**config.mk**
```make
export PLATFORM = sky130hd
export DESIGN_NAME = nr_divider
export DESIGN_NICKNAME = d
export VERILOG_FILES = /design/src/rtl/divnr_pkg.sv /design/src/rtl/divnr_ctrl.sv /design/src/rtl/divnr_prep.sv /design/src/rtl/divnr_step.sv /design/src/rtl/divnr_fix.sv /design/src/rtl/nr_divider.sv
export SDC_FILE = /design/constraint.sdc
export NUM_CORES = 1
export LEC_CHECK = 0
export ABC_CLOCK_PERIOD_IN_PS = 6190
export CORE_ASPECT_RATIO = 1.75
export CORE_MARGIN = 2
export CORE_UTILIZATION = 35
export CTS_BUF_LIST = sky130_fd_sc_hd__clkbuf_4 sky130_fd_sc_hd__clkbuf_8
export DETAILED_ROUTE_END_ITERATION = 10
export PLACE_DENSITY = 0.58
export RECOVER_POWER = 50
export SYNTH_ARGS = -nofsm -noshare
export SYNTH_HDL_FRONTEND = slang
export SYNTH_HIERARCHICAL = 1
export SYNTH_SLANG_ARGS = --single-unit
```
**constraint.sdc**
```tcl
create_clock -name clk_i -period 6.19 [get_ports clk_i]
set_clock_uncertainty 0.05 [all_clocks]
set_input_delay 1.238 -clock clk_i [delete_from_list [all_inputs] [get_ports clk_i]]
set_output_delay 1.238 -clock clk_i [all_outputs]
set_load 0.05 [all_outputs]
```
**src/rtl/divnr_pkg.sv**
```systemverilog
package divnr_pkg;
  localparam int MODE_W = 3;

  typedef enum logic [MODE_W-1:0] {
    MD_S32  = 3'd0,
    MD_U32  = 3'd1,
    MD_S16  = 3'd2,
    MD_U16  = 3'd3,
    MD_FRAC = 3'd4
  } div_mode_e;

  function automatic logic mode_signed(div_mode_e m);
    return (m == MD_S32) || (m == MD_S16) || (m == MD_FRAC);
  endfunction
endpackage

```
**src/rtl/divnr_ctrl.sv**
```systemverilog
module divnr_ctrl #(
  parameter int W = 16
) (
  input  logic clk_i,
  input  logic rst_ni,
  input  logic start_i,
  input  logic step_en_i,
  output logic busy_o,
  output logic done_o,
  output logic load_o,
  output logic init_o,
  output logic iter_o,
  output logic fix_o
);
  localparam int N_STEPS = W + 2;
  localparam int CNT_W   = $clog2(N_STEPS);
  localparam int LAST    = N_STEPS - 1;

  logic [CNT_W-1:0] cnt_q;
  logic             busy_q, done_q;
  logic             fire;
  logic             at_first, at_last;

  assign fire     = busy_q & step_en_i;
  assign at_first = (cnt_q == '0);
  assign at_last  = (cnt_q == CNT_W'(LAST));

  assign load_o = start_i & ~busy_q;
  assign init_o = fire & at_first;
  assign fix_o  = fire & at_last;
  assign iter_o = fire & ~at_first & ~at_last;
  assign busy_o = busy_q;
  assign done_o = done_q;

  always_ff @(posedge clk_i or negedge rst_ni) begin
    if (!rst_ni) begin
      cnt_q  <= '0;
      busy_q <= 1'b0;
      done_q <= 1'b0;
    end else begin
      done_q <= 1'b0;
      if (load_o) begin
        busy_q <= 1'b1;
        cnt_q  <= '0;
      end else if (fire) begin
        if (at_last) begin
          busy_q <= 1'b0;
          done_q <= 1'b1;
          cnt_q  <= '0;
        end else begin
          cnt_q <= cnt_q + 1'b1;
        end
      end
    end
  end

  p_done_pulse_r8: assert property (@(posedge clk_i) disable iff (!rst_ni)
    done_o |=> !done_o);
  p_done_ends_busy_r8: assert property (@(posedge clk_i) disable iff (!rst_ni)
    done_o |-> (!busy_o && $past(busy_o)));
  p_stall_holds_r7: assert property (@(posedge clk_i) disable iff (!rst_ni)
    (busy_o && !step_en_i) |=> (busy_o && !done_o));
  p_cnt_range_r6: assert property (@(posedge clk_i) disable iff (!rst_ni)
    busy_o |-> (int'(cnt_q) <= LAST));
endmodule

```
**src/rtl/divnr_prep.sv**
```systemverilog
// Extends the dividend for the mode and splits its magnitude into halves.
module divnr_prep
  import divnr_pkg::*;
#(
  parameter int W = 16
) (
  input  div_mode_e      mode_i,
  input  logic [2*W-1:0] dvd_i,
  output logic [W-1:0]   hi_o,
  output logic [W-1:0]   lo_o,
  output logic           neg_o
);
  localparam int DW = 2 * W;

  logic [DW-1:0] ext, mag;

  always_comb begin
    case (mode_i)
      MD_S16, MD_FRAC: ext = {{W{dvd_i[W-1]}}, dvd_i[W-1:0]};
      MD_U16:          ext = {{W{1'b0}}, dvd_i[W-1:0]};
      default:         ext = dvd_i;
    endcase
    neg_o = mode_signed(mode_i) & ext[DW-1];
    mag   = neg_o ? (~ext + 1'b1) : ext;
    // Q1.15 alignment: dividend scaled by 2^(W-1)
    if (mode_i == MD_FRAC) mag = mag << (W - 1);
    hi_o = mag[DW-1:W];
    lo_o = mag[W-1:0];
  end
endmodule

```
**src/rtl/divnr_step.sv**
```systemverilog
// One non-restoring step: shift in next dividend bit, add or subtract divisor.
module divnr_step #(
  parameter int W = 16
) (
  input  logic [W+1:0] p_i,
  input  logic [W-1:0] a_i,
  input  logic [W-1:0] dmag_i,
  output logic [W+1:0] p_o,
  output logic [W-1:0] a_o
);
  localparam int PW = W + 2;

  logic [PW-1:0] sh, dx;

  assign sh  = {p_i[PW-2:0], a_i[W-1]};
  assign dx  = {2'b00, dmag_i};
  assign p_o = p_i[PW-1] ? (sh + dx) : (sh - dx);
  assign a_o = {a_i[W-2:0], ~p_o[PW-1]};
endmodule

```
**src/rtl/divnr_fix.sv**
```systemverilog
// Final step: restore a negative remainder, then apply the result signs.
module divnr_fix #(
  parameter int W = 16
) (
  input  logic         p_neg_i,
  input  logic [W-1:0] p_lo_i,
  input  logic [W-1:0] a_i,
  input  logic [W-1:0] dmag_i,
  input  logic         neg_q_i,
  input  logic         neg_r_i,
  output logic [W-1:0] quot_o,
  output logic [W-1:0] rem_o
);
  logic [W-1:0] r_mag;

  assign r_mag  = p_neg_i ? (p_lo_i + dmag_i) : p_lo_i;
  assign quot_o = neg_q_i ? (~a_i + 1'b1) : a_i;
  assign rem_o  = neg_r_i ? (~r_mag + 1'b1) : r_mag;
endmodule

```
**src/rtl/nr_divider.sv**
```systemverilog
module nr_divider
  import divnr_pkg::*;
#(
  parameter int W = 16
) (
  input  logic              clk_i,
  input  logic              rst_ni,
  input  logic              start_i,
  input  logic [MODE_W-1:0] mode_i,
  input  logic [2*W-1:0]    dividend_i,
  input  logic [W-1:0]      divisor_i,
  input  logic              step_en_i,
  output logic [W-1:0]      quot_o,
  output logic [W-1:0]      rem_o,
  output logic              busy_o,
  output logic              done_o,
  output logic              div_zero_o
);
  localparam int PW = W + 2;
  localparam int DW = 2 * W;

  div_mode_e     mode_in, mode_q;
  logic [DW-1:0] dvd_q;
  logic [W-1:0]  dmag_q;
  logic          d_neg_q, n_neg_q, dz_q;
  logic [PW-1:0] p_q;
  logic [W-1:0]  a_q;
  logic [W-1:0]  quot_q, rem_q;
  logic          dz_out_q;

  logic          ld, st_init, st_iter, st_fix;
  logic [W-1:0]  ld_hi, ld_lo, in_hi, in_lo;
  logic          ld_neg, in_neg, d_neg_in;
  logic [PW-1:0] nx_p;
  logic [W-1:0]  nx_a, fx_q, fx_r;

  assign mode_in  = div_mode_e'(mode_i);
  assign d_neg_in = mode_signed(mode_in) & divisor_i[W-1];

  divnr_ctrl #(.W(W)) u_ctrl (
    .clk_i     (clk_i),
    .rst_ni    (rst_ni),
    .start_i   (start_i),
    .step_en_i (step_en_i),
    .busy_o    (busy_o),
    .done_o    (done_o),
    .load_o    (ld),
    .init_o    (st_init),
    .iter_o    (st_iter),
    .fix_o     (st_fix)
  );

  // Fractional operands are aligned at load; integer ones in the first step.
  divnr_prep #(.W(W)) u_prep_ld (
    .mode_i (mode_in),
    .dvd_i  (dividend_i),
    .hi_o   (ld_hi),
    .lo_o   (ld_lo),
    .neg_o  (ld_neg)
  );

  divnr_prep #(.W(W)) u_prep_init (
    .mode_i (mode_q),
    .dvd_i  (dvd_q),
    .hi_o   (in_hi),
    .lo_o   (in_lo),
    .neg_o  (in_neg)
  );

  divnr_step #(.W(W)) u_step (
    .p_i    (p_q),
    .a_i    (a_q),
    .dmag_i (dmag_q),
    .p_o    (nx_p),
    .a_o    (nx_a)
  );

  divnr_fix #(.W(W)) u_fix (
    .p_neg_i (p_q[PW-1]),
    .p_lo_i  (p_q[W-1:0]),
    .a_i     (a_q),
    .dmag_i  (dmag_q),
    .neg_q_i (n_neg_q ^ d_neg_q),
    .neg_r_i (n_neg_q),
    .quot_o  (fx_q),
    .rem_o   (fx_r)
  );

  always_ff @(posedge clk_i or negedge rst_ni) begin
    if (!rst_ni) begin
      mode_q  <= MD_S32;
      dvd_q   <= '0;
      dmag_q  <= '0;
      d_neg_q <= 1'b0;
      n_neg_q <= 1'b0;
      dz_q    <= 1'b0;
      p_q     <= '0;
      a_q     <= '0;
    end else if (ld) begin
      mode_q  <= mode_in;
      dvd_q   <= dividend_i;
      d_neg_q <= d_neg_in;
      dmag_q  <= d_neg_in ? (~divisor_i + 1'b1) : divisor_i;
      dz_q    <= (divisor_i == '0);
      if (mode_in == MD_FRAC) begin
        p_q     <= {2'b00, ld_hi};
        a_q     <= ld_lo;
        n_neg_q <= ld_neg;
      end
    end else if (st_init) begin
      if (mode_q != MD_FRAC) begin
        p_q     <= {2'b00, in_hi};
        a_q     <= in_lo;
        n_neg_q <= in_neg;
      end
    end else if (st_iter) begin
      p_q <= nx_p;
      a_q <= nx_a;
    end
  end

  always_ff @(posedge clk_i or negedge rst_ni) begin
    if (!rst_ni) begin
      quot_q   <= '0;
      rem_q    <= '0;
      dz_out_q <= 1'b0;
    end else if (st_fix) begin
      quot_q   <= fx_q;
      rem_q    <= fx_r;
      dz_out_q <= dz_q;
    end
  end

  assign quot_o     = quot_q;
  assign rem_o      = rem_q;
  assign div_zero_o = dz_out_q;

  p_hold_results_r8: assert property (@(posedge clk_i) disable iff (!rst_ni)
    !done_o |-> ($stable(quot_o) && $stable(rem_o) && $stable(div_zero_o)));
  p_ignore_start_r9: assert property (@(posedge clk_i) disable iff (!rst_ni)
    (busy_o && start_i) |=> ($stable(dvd_q) && $stable(dmag_q) && $stable(dz_q)));
  p_zero_flag_r10: assert property (@(posedge clk_i) disable iff (!rst_ni)
    done_o |-> (div_zero_o == dz_q));
  p_frac_init_r5: assert property (@(posedge clk_i) disable iff (!rst_ni)
    (st_init && mode_q == MD_FRAC) |=> ($stable(p_q) && $stable(a_q)));
endmodule

```
After elaboration in Yosys (flattened, before gate mapping)
Cells that the tools add are included.
- reduce and logical (&&, ||, !) cells: 18
- multiplexer cells: 33
- bitwise gates (word level): 19
- eq/ne operators: 10
- add/subtract/negate cells: 9
- operators with widths (kind ; number):
    2-to-1 mux 16 bit ; 9
    one-hot mux 32 bit (2 select lines) ; 2
    2-to-1 mux 18 bit ; 6
    2-to-1 mux 32 bit ; 2
    adder 16 x 1 -> 16 bit, second input constant ; 3
    NOT 16 bit ; 3
    adder 32 x 1 -> 32 bit, second input constant ; 1
    NOT 32 bit ; 1
    adder 18 x 16 -> 18 bit ; 1
    subtractor 18 x 16 -> 18 bit ; 1
    adder 17 x 1 -> 17 bit, second input constant ; 1
    2-to-1 mux 17 bit ; 1
    NOT 17 bit ; 1
    adder 16 bit ; 1
    logical NOT 16 bit ; 1
    2-to-1 mux 5 bit ; 3
    equality test 3 x 2 -> 1 bit, second input constant ; 4
    2-to-1 mux 1 bit ; 10
    AND 1 bit ; 9
    nonzero test 2 bit ; 4
    equality test 3 bit, second input constant ; 2
    logical NOT 3 bit ; 2
    AND reduction 3 bit ; 2
    adder 5 x 1 -> 5 bit, second input constant ; 1
    11 further kinds ; 18
- output and inout bits: 35
- input bits: 55
- bits in registers: 128
- logic and storage cells: 103

Depth between registers and ports, before layout
- depth in word-level cells: 10
- mapped depth: 16
- mapped depth without buffers: 16

By module
Netlist, hierarchy kept.
- modules (own cells, without submodules) (module ; sequential area each (um^2) ; instances ; cells each ; area each (um^2)):
    nr_divider ; 3027.9 ; 1 ; 453 ; 5561.6
    divnr_prep ; 0.0 ; 2 ; 208 ; 1368.8
    divnr_fix ; 0.0 ; 1 ; 215 ; 1585.3
    divnr_step ; 0.0 ; 1 ; 178 ; 1317.5
    divnr_ctrl ; 175.2 ; 1 ; 40 ; 386.6

Least setup slack after synthesis
No wires, ideal clock.
- kind: register to register
- start: register dmag_q[0]
- end: register rem_q[15] (netlist: rem_o[15])
- path slack: 2.757 ns
- data required time: 6.015 ns
- stages on the path, launching flop included: 12
- path buffers: 0
- period minus slack after synthesis: 3.433 ns
- data arrival time: 3.259 ns
- setup time: 0.125 ns
- cells stage by stage: dfrtp_1 -> ha_1 -> fa_1 -> a211oi_2 -> o31ai_4 -> xor2_1 -> mux2_2 -> nor4b_2 -> nand3_1 -> o41ai_2 -> xor3_1 -> mux2_2
- word-level cells in the longest chain between the ends: 5
- ends and longest elaborated chain (element ; RTL line ; RTL):
    start, declared ; nr_divider.sv:24 ; logic [W-1:0] dmag_q;
    start signal, assigned ; nr_divider.sv:103 ; dmag_q <= d_neg_in ? (~divisor_i + 1'b1) : divisor_i;
    adder 16 bit * ; divnr_fix.sv:16 ; assign r_mag = p_neg_i ? (p_lo_i + dmag_i) : p_lo_i;
    2-to-1 mux 16 bit * ; divnr_fix.sv:16 ;
    NOT 16 bit ; divnr_fix.sv:18 ; assign rem_o = neg_r_i ? (~r_mag + 1'b1) : r_mag;
    adder 16 x 1 -> 16 bit ; divnr_fix.sv:18 ;
    2-to-1 mux 16 bit * ; divnr_fix.sv:18 ;
    net fx_r[15] ; nr_divider.sv:35 ; logic [W-1:0] nx_a, fx_q, fx_r;
    end signal, assigned ; nr_divider.sv:129 ; rem_q <= fx_r;
    end, declared ; nr_divider.sv:28 ; logic [W-1:0] quot_q, rem_q;
The timed path passes the listed nets; every way through them passes the cells marked *.
A chain may end at the register's enable or synchronous reset.

Final worst setup path
- start: input port mode_i[1]
- end: register p_q[9]
- word-level cells in the longest chain between the ends: 7
- elaborated cells on any way between the ends: 14
- ends and longest elaborated chain (element ; RTL line ; RTL):
    start, declared ; nr_divider.sv:9 ; input logic [MODE_W-1:0] mode_i,
    equality test 3 x 2 -> 1 bit, or another cell as far along ; divnr_pkg.sv:13, divnr_prep.sv:18 ;
    OR reduction 2 bit / logical OR 1 bit (equally long branches) ; divnr_prep.sv:18, divnr_pkg.sv:13 ;
    one-hot mux 32 bit (2 select lines) / logical OR 1 bit (equally long branches) ; divnr_prep.sv:18, divnr_pkg.sv:13 ;
    AND 1 bit * ; divnr_prep.sv:23 ; neg_o = mode_signed(mode_i) & ext[DW-1];
    net ld_neg ; nr_divider.sv:33 ; logic ld_neg, in_neg, d_neg_in;
    2-to-1 mux 17 bit * ; divnr_prep.sv:24 ; mag = neg_o ? (~ext + 1'b1) : ext;
    net ld_hi[9] ; nr_divider.sv:32 ; logic [W-1:0] ld_hi, ld_lo, in_hi, in_lo;
    2-to-1 mux 18 bit * ; nr_divider.sv:105 ; if (mode_in == MD_FRAC) begin
    2-to-1 mux 18 bit * ; nr_divider.sv:99 ; end else if (ld) begin
    end signal, assigned ; nr_divider.sv:106 ; p_q <= {2'b00, ld_hi};
    end signal, assigned ; nr_divider.sv:112 ; p_q <= {2'b00, in_hi};
    end signal, assigned ; nr_divider.sv:117 ; p_q <= nx_p;
    end, declared ; nr_divider.sv:26 ; logic [PW-1:0] p_q;
The timed path passes the listed nets; every way through them passes the cells marked *. The select of a mux whose other input is x is not followed.

==> impl_metrics.csv <==
group,metric,value,unit
setup_path,path_delay_family,"buffers and inverters",
route,viasPerCell,5.78,
clock_network,cts.sinks,128,
grt,grt_pass1_vias,10200,
sta,layout_min_cycle_time,4.35,ns
die,design.core.area,32800,um^2
placed_design,port_buffers,89,
die,die_w,142,um
run_status,status,"finished with violations",
sta,tightest_slew,2.35,ns
clock_network,cts_setup_buffers,0,
placed_design,gp_congestion,0.976,
yosys,async_reset_ff_share,100,%
yosys,synth_edf_count,0,
yosys,ys_ff_latch,128,
power,p_sw,3430,uW
clock_network,clk_pin_slew,0.07,ns
sta,setup_viol,0,
sta,slew_viol_final,78,
setup_path,rrSetupSlack,1.94,ns
cells_and_area,fillCellCount,3352,
setup_path,worstSetupStartpointType,"input pin",
setup_path,crit_chain,"clkdlybuf4s50_1, mux2_2, a21oi_1, or2_2, inv_1, o41ai_1, xor2_1, o21ai_0, nand2_1, o21ai_0, mux2_2",
yosys,synth_ff_type,"dfrtp_1",
yosys,synth_warnings,6,
die,die_y,245,um
placed_design,dp_slack,1.43,ns
sta,rsz0062_at_grt,"no",
sta,hold_violations,0,
route,postRouteAntennaNets,0,
clock_network,cts_tree,"built",
clock_network,cts_buffers,17,
grt,grt_pass1_wl,57.7,mm
setup_path,crit_path_top_delay_cell,"clkdlybuf4s50_1",
cells_and_area,multi_input_area,7780,um^2
setup_path,cp_max_fo,23,
power,power_leakage,0.00514,uW
yosys,syn_area,11600,um^2
sta,max-slew-margin-rel,-56.6,%
placed_design,hpwl,29.5,mm
power,ir_drop,205,uV
power,pwr-share-comb,66.7,%
clock_network,cts_hold_buf,0,
grt,grt_max_degree,88,
cells_and_area,nets,1432,
cells_and_area,final_util,39.8,%
cells_and_area,drive_gt1_share,15.6,%
route,num_vias,10100,
clock_network,cts_buffer_depth,2,
power,swShare,48.7,%
sta,post-route-period-util,70.2,%
setup_path,crit_path_end_kind,"register",
grt,grtUsageTotal,21.7,%
grt,antenna_found_initial,0,
die,core.rowCount,88,
setup_path,cp_slowest_stage_delay,0.99,ns
route,wire_per_inst,21.2,um
cells_and_area,regArea,3200,um^2
clock_network,cts_resized,0,
yosys,synthCells,1302,
power,seq_power_share,21.3,%
sta,tns,0,ns
yosys,seq_area_frac_synth,27.6,%
yosys,syn_area_per_cell,8.90,um^2
sta,fmax,230,MHz
yosys,synth.distinct_cells,95,
cells_and_area,area_growth,12.7,%
setup_path,crit_type,"in2reg",
yosys,synth.net_count,1400,
power,pwr-share-clk,12.0,%
clock_network,clkLatencyLatePin,0.49,ns
flow_run,drv_cap,2,
power,cellPowerDensity,539,nW/um^2
die,pin_count,90,
route,drt_iter0_markers,833,
clock_network,ctsHtreeMaxLevel,4,
grt,grt_overflow,0,
run_status,violations,"max-capacitance violations, max-slew violations",
die,design.die.area,34600,um^2
route,routed_wl,37.2,mm
route,drcViolationCount,0,
setup_path,critical_path_arrival,4.67,ns
setup_path,critPathRequiredTime,6.51,ns
route,dr.pass1.iters,5,
die,start_util,35.3,%
min_path,hp-class,"reg2reg",
power,p_int,3610,uW
setup_path,timing.critical_path.buf_inv,2,
clock_network,root_buffer,"clkbuf_8",
sta,finalWorstSetupSlack,1.84,ns
[cell families (layout without fill, tap and decap cells)]
| kind of cell | count (synthesis) | count (layout) | synth area share, % |
|---|---|---|---|
| fa+ha+maj | 43 | 43 | 4.77 |
| flops | 128 | 128 | 27.6 |
| other cells | 0 | 1 | 0 |
| xor+xnor | 127 | 127 | 9.79 |
| buf+inv | 122 | 167 | 5.41 |
| mux | 149 | 149 | 14.0 |
| simple gates | 368 | 368 | 17.0 |
| compound gates | 365 | 365 | 21.4 |
[cell usage after synthesis, types with 37 or more instances]
cell type	count	share of area, %
a21oi_1	79	3.4
clkbuf_1	37	1.2
dfrtp_1	128	28
ha_1	41	4.4
mux2_2	107	10
mux2i_1	42	3.6
nand2_1	99	3.2
nor2_1	111	3.6
o211ai_1	37	2.4
o21ai_0	108	4.7
xnor2_1	56	4.2
xor2_1	69	5.2
[layer usage]
layer / wire (um) / GRT usage [%]
met1: 13100 / 21.3
met2: 20300 / 41.4
met3: 1140 / 2.69
met4: 2720 / 15.1
met5: 0 / 0
[flip-flops by register name, summed over array words and instances, names as in the netlist, 3 cells and up]
signal        flops
a_q              16
dmag_q           16
dvd_q            32
mode_q            3
p_q              18
quot_o           16
rem_o            16
u_ctrl/cnt_q      5
[power groups by stage]
stage	logic (uW)	clock network (uW)	registers [uW]
floorplan	3550	0	1480
global placement	4580	0	1510
detailed placement	4650	0	1520
CTS	4680	873	1500
global route	5140	904	1540
finish	4700	847	1500
[through the flow]
step / hold slack, ns / instance area (um^2) / total power [uW] / cells
detailed placement: 0.446 / 12600 / 6160 / 1720
global route: 0.479 / 13100 / 7590 / 1752
CTS: 0.465 / 13100 / 7050 / 1752
finish: 0.462 / 13100 / 7050 / 1753
floorplan: 0.422 / 11600 / 5030 / 1302
global placement: 0.441 / 12600 / 6090 / 1720
[worst paths after layout]
check,from,to,depth (start not counted)
setup / recovery,mode_i[1],p_q[9],11
hold / removal,quot_o[4],quot_o[4],1
setup reg to reg,dmag_q[3],a_q[0],15
hold reg to reg,quot_o[4],quot_o[4],1
max in group asynchronous,rst_ni,rem_o[2],2
min in group asynchronous,rst_ni,mode_q[1],1
[cell type report]
| cell class | count | share of cell area (%) |
|---|---|---|
| clock inverters | 11 | 1.36 |
| clock buffers | 21 | 2.12 |
| inverters | 30 | 0.862 |
| repair buffers | 105 | 7.69 |
| well taps | 405 | 3.88 |
| multi-input cells | 1052 | 59.6 |
| diodes | 1 | 0.0192 |
| flip-flops and latches | 128 | 24.5 |
[placed cells by master, fill, tap and decap left out, drive strengths merged, types with 41 or more instances in the layout]
cell / instances
dfrtp: 128
o21ai: 116
nor2: 113
mux2: 107
nand2: 99
clkdlybuf4s50: 87
a21oi: 80
xor2: 69
xnor2: 57
mux2i: 42
ha: 41
Note: power is estimated with default switching activity, not from simulation.
